### src/rtl/wdt_grace.sv
module wdt_grace #(
  parameter int T0_LOG     = 17,
  parameter int T1_LOG     = 20,
  parameter int T2_LOG     = 23,
  parameter int T3_LOG     = 26,
  parameter int GRACE      = 512,
  parameter int UNLOCK_CYC = 3,
  parameter logic [7:0] KEY_A = 8'hAA,
  parameter logic [7:0] KEY_B = 8'h55
) (
  input  logic       clk,
  input  logic       por_n,
  input  logic       warm_rst_n,
  input  logic       reg_we,
  input  logic       reg_addr,
  input  logic [7:0] reg_wdata,
  output logic [7:0] reg_rdata,
  input  logic [1:0] mode,
  input  logic       irq_en,
  output logic       wd_irq,
  output logic       chip_rst
);

  localparam int CW = T3_LOG;
  localparam int GW = $clog2(GRACE + 1);
  localparam int UW = $clog2(UNLOCK_CYC + 1);

  logic          run_n;
  logic [CW-1:0] cnt, lim;
  logic [GW-1:0] gcnt;
  logic [UW-1:0] ta_cnt;
  logic          aa_seen, pend, chip_rst_q;
  logic          irq_flag, rst_en, rst_flag;
  logic          ctl_wr, key_wr, prot_wr, restart, timeout, fire;

  assign run_n   = por_n & warm_rst_n;
  assign ctl_wr  = reg_we & ~reg_addr;
  assign key_wr  = reg_we & reg_addr;
  assign prot_wr = ctl_wr & (ta_cnt != '0);
  assign restart = prot_wr & reg_wdata[3];
  assign timeout = (cnt >= lim);
  assign fire    = pend & (gcnt == GW'(1)) & rst_en & ~restart;

  always_comb begin
    case (mode)
      2'd0:    lim = CW'((64'd1 << T0_LOG) - 64'd1);
      2'd1:    lim = CW'((64'd1 << T1_LOG) - 64'd1);
      2'd2:    lim = CW'((64'd1 << T2_LOG) - 64'd1);
      default: lim = CW'((64'd1 << T3_LOG) - 64'd1);
    endcase
  end

  always_ff @(posedge clk or negedge run_n) begin
    if (!run_n) begin
      cnt        <= '0;
      aa_seen    <= 1'b0;
      ta_cnt     <= '0;
      irq_flag   <= 1'b0;
      pend       <= 1'b0;
      gcnt       <= '0;
      chip_rst_q <= 1'b0;
    end else begin
      cnt     <= (restart || timeout) ? '0 : cnt + CW'(1);
      aa_seen <= key_wr && (reg_wdata == KEY_A);

      if (key_wr && aa_seen && reg_wdata == KEY_B) ta_cnt <= UW'(UNLOCK_CYC);
      else if (ctl_wr)                             ta_cnt <= '0;
      else if (ta_cnt != '0)                       ta_cnt <= ta_cnt - UW'(1);

      if (timeout)      irq_flag <= 1'b1;
      else if (prot_wr) irq_flag <= reg_wdata[0];

      if (restart) begin
        pend <= 1'b0;
      end else if (timeout && rst_en && !pend) begin
        pend <= 1'b1;
        gcnt <= GW'(GRACE);
      end else if (pend) begin
        if (gcnt == GW'(1)) pend <= 1'b0;
        gcnt <= gcnt - GW'(1);
      end

      chip_rst_q <= fire;
    end
  end

  always_ff @(posedge clk or negedge por_n) begin
    if (!por_n) begin
      rst_en   <= 1'b0;
      rst_flag <= 1'b0;
    end else begin
      if (prot_wr) rst_en <= reg_wdata[2];
      if (fire)        rst_flag <= 1'b1;
      else if (ctl_wr) rst_flag <= reg_wdata[1];
    end
  end

  assign reg_rdata = reg_addr ? 8'h00 : {5'b0, rst_en, rst_flag, irq_flag};
  assign wd_irq    = irq_flag & irq_en;
  assign chip_rst  = chip_rst_q;

endmodule

### config.mk
export PLATFORM = sky130hd
export DESIGN_NAME = wdt_grace
export DESIGN_NICKNAME = d
export VERILOG_FILES = /design/src/rtl/wdt_grace.sv
export SDC_FILE = /design/constraint.sdc
export NUM_CORES = 1
export LEC_CHECK = 0
export ABC_AREA = 0
export CELL_PAD_IN_SITES_DETAIL_PLACEMENT = 1
export CELL_PAD_IN_SITES_GLOBAL_PLACEMENT = 1
export CORE_ASPECT_RATIO = 0.5
export CORE_MARGIN = 2
export CORE_UTILIZATION = 44
export CTS_CLUSTER_DIAMETER = 30
export DETAILED_ROUTE_END_ITERATION = 8
export DONT_BUFFER_PORTS = 1
export GPL_TIMING_DRIVEN = 0
export PLACE_DENSITY_LB_ADDON = 0.1
export SLEW_MARGIN = 20
export SYNTH_ARGS = -nofsm -noshare
export SYNTH_HDL_FRONTEND = slang
export SYNTH_SLANG_ARGS = --single-unit
### constraint.sdc
create_clock -name clk -period 2.2 [get_ports clk]
set_clock_uncertainty 0.1 [all_clocks]
set_input_delay 0.44 -clock clk [delete_from_list [all_inputs] [get_ports clk]]
set_output_delay 0.44 -clock clk [all_outputs]
set_load 0.03 [all_outputs]
==> results.sh <==
export IMPL_core_sq_um=5540
export IMPL_setup_slack_ns=-0.253
export IMPL_p_per_area_nw_per_um2=917
export IMPL_fillers=609
export IMPL_clk_pin_slew_ns=0.06
export IMPL_p_sw_frac=0.352
export IMPL_p_sw_w=0.000998
export IMPL_fin_util=0.558
export IMPL_worstSetupEndpoint="gcnt[7]"
export IMPL_pre_cts_ws_ns=-0.591
export IMPL_final_max_slew_viol_count=0
export IMPL_synth_seq_cells=44
export IMPL_fin_crit_sh=1.11
export IMPL_p_seq_frac=0.427
export IMPL_r2r_cells=8
export IMPL_place_area_sq_um=2720
export IMPL_vias=1997
export IMPL_antenna_found_initial=0
export IMPL_hp_class="input port to async pin"
export IMPL_synth_cell_types=47
export IMPL_ys_top_cells_by_area="dfrtp_1, nor2_1, xor2_1"
export IMPL_status="finished, violations left"
export IMPL_overflow=0
export IMPL_synthesis_area_sq_um=2560
export IMPL_path_class="register to register"
export IMPL_arrival_ns=2.56
export IMPL_drt_iter0_markers=52
export IMPL_rsz0062_at_grt="yes"
export IMPL_power_w=0.00284
export IMPL_layout_commonest_cell="dfrtp_1"
export IMPL_die_w_um=112
export IMPL_cp_end_kind="register"
export IMPL_insertion_delay_ns=0.29
export IMPL_seq_area_frac_synth=0.430
export IMPL_ys_flop_type="dfrtp_1"
export IMPL_cts_made_buffers=5
export IMPL_synthToLayoutAreaGrowth_pct=20.8
export IMPL_grt_first_pass_wirelength_um=10300
export IMPL_die_area_sq_um=6480
export IMPL_hpwl_um=4240
export IMPL_root_buffer="clkbuf_16"
export IMPL_synthCells=264
export IMPL_layout_common_cells="dfrtp_1, nor2_1, nand2_1, xor2_1, buf_4"
export IMPL_io_pins=26
export IMPL_worstPathCellList="ha_4 > nand2_2 > a2111oi_4 > buf_4 > nand4_4 > a31o_4 > a2111oi_4 > mux2i_1"
export IMPL_portBuffers=0
export IMPL_violations="negative setup slack"
export IMPL_antenna_cells=0
export IMPL_vias_per_cell=5.53
export IMPL_power_frac_comb=0.296
export IMPL_htree_levels=2
export IMPL_die_h_um=57.9
export IMPL_ant_nets=0
export IMPL_hold_viol=0
export IMPL_first_global_vias=2157
export IMPL_internal_power_w=0.00184
export IMPL_cpPeakStageDelay_ns=0.45
export IMPL_worst_pin_slew_ns=0.699
export IMPL_syn_area_per_cell_sq_um=9.70
export IMPL_grt_usage=0.204
export IMPL_r2r_start="cnt[20]"
export IMPL_drc=0
export IMPL_gp_congestion=0.745
export IMPL_crit_path_top_delay_cell="dfrtp_2"
export IMPL_fin_crit_ns=2.45
export IMPL_synth_edf_count=0
export IMPL_regToRegSetupSlack_ns=-0.25
export IMPL_cp_required_ns=2.31
export IMPL_critPathLaunchType="register"
export IMPL_fin_nets=314
export IMPL_p_leak_nw=1.37
export IMPL_irDropWorstVdd_v=0.000470
export IMPL_async_flop_share=1.00
export IMPL_setup_violations=31
export IMPL_cts_tree="built"
export IMPL_design_area_sq_um=3090
export IMPL_drtPass1Iterations=4
export IMPL_relSlewSlack=0.529
export IMPL_clkPwrFrac=0.277
export IMPL_crit_path_frequent_cell="a2111oi_4"
export IMPL_maxCapViolations=0
export IMPL_rows=19
export IMPL_reg2reg_to="gcnt[7]"
export IMPL_worstSetupStartpoint="cnt[20]"
export IMPL_grt_max_degree=24
export IMPL_initial_core_util=0.462
export IMPL_critPathMaxFanout=6
export IMPL_cts_sinks=44
export IMPL_yosysTopAreaCell="dfrtp_1"
export IMPL_yosysTopAreaCellShare=0.430
export IMPL_yosysWarnings=0
export IMPL_drive_gt1_frac=0.201
export IMPL_wl_um=6110
export IMPL_wl_per_cell_um=16.9
export IMPL_fmax_mhz=408
export IMPL_cts_buffer_depth=2
[metrics by stage]
step	hold WS, ns	cells	TNS [ns]
CTS	0.0894	358	-6.19
detailed placement	0.0445	342	-11.72
floorplan	0.0444	268	-2.53
global placement	0.0445	341	-19.40
finish	0.0711	361	-3.72
global route	0.0994	361	-7.46
[power by group through the flow]
stage	Sequential (W)	Combinational, W	Clock, W
6_report	0.00121	0.000839	0.000786
5_1_grt	0.00125	0.000947	0.000840
4_1_cts	0.00121	0.000794	0.000797
3_5_place_dp	0.00122	0.000760	0
3_3_place_gp	0.00120	0.000709	0
2_1_floorplan	0.00116	0.000612	0
[worst max-delay path, delay by kind of cell (launching register included)]
kind	cells	cell delay [ns]
adders and majority gates	1	0.29
DFF	1	0.45
buffers and inverters	1	0.19
muxes	1	0.22
and+or+nand+nor	2	0.20
AOI/OAI and AO/OA	3	0.92
[how the worst min path moves through the flow]
| stage | slack, ns | from | cells after the start | endpoint |
|---|---|---|---|---|
| after floorplan | 0.04 | por_n | 0 | rst_en |
| after global placement | 0.04 | por_n | 0 | rst_en |
| after detailed placement | 0.04 | por_n | 0 | rst_en |
| after CTS | 0.09 | warm_rst_n | 1 | irq_flag |
| after global routing | 0.1 | warm_rst_n | 1 | irq_flag |
| final | 0.07 | warm_rst_n | 1 | irq_flag |
[repair_timing]
action / 4_1_cts / 5_1_grt
gates cloned: 0 / 0
endpoints found under the hold margin: 2 / 0
pin swaps: 12 / 5
resized for setup: 14 / 12
setup endpoints to repair: 36 / 37
hold buffers: 1 / 0
setup buffers: 8 / 4
[cell type report]
cell class | instances | area (sq um) | share of cell area
Multi-Input combinational cell | 206 | 1510 | 0.489
Sequential cell | 44 | 1100 | 0.357
Clock buffer | 7 | 153 | 0.0494
Timing Repair Buffer | 14 | 131 | 0.0425
Tap cell | 73 | 91.3 | 0.0295
Buffer | 10 | 75.1 | 0.0243
Inverter | 7 | 26.3 | 0.00850
[cells in the mapped netlist, types with 2 or more instances]
cell and instances:
and2_1 3, or4_1 3, o21ai_0 8, nor3_1 4, nand4b_1 3, xnor2_1 10
a2111oi_4 2, a21oi_1 6, nand4_1 7, a2111o_1 3, and3_1 5, nand2b_1 4
clkbuf_1 2, o311ai_0 2, inv_1 7, a311oi_1 2, mux2i_1 4, ha_1 10
and4_1 6, xor2_1 16, buf_2 4, nand3b_1 2, buf_4 5, nand2_1 23
dfrtp_1 44, nand3_1 16, nor2_1 40, nor2b_1 4
[per-layer routing]
metal  part of all wire  GRT usage
met3              0.030     0.0513
met1               0.48      0.252
met4              0.011     0.0635
met2               0.48      0.361
met5                  0          0
[flip-flops by register name, indices dropped and copies added, names as in the netlist]
| name | count |
|---|---|
| aa_seen | 1 |
| irq_flag | 1 |
| cnt | 26 |
| ta_cnt | 2 |
| pend | 1 |
| chip_rst | 1 |
| rst_en | 1 |
| gcnt | 10 |
| rst_flag | 1 |
[cells by family after synthesis]
kind of cell / after synthesis / synth area share
buffers and inverters: 18 / 0.0357
multiplexers: 5 / 0.0200
XOR/XNOR: 26 / 0.0890
adder cells (fa/ha/maj): 10 / 0.0489
AO/OA/AOI/OAI: 32 / 0.109
other: 1 / 0.00146
AND/OR/NAND/NOR: 128 / 0.265
flip-flops: 44 / 0.430
Power figures use the tool's default switching activity.
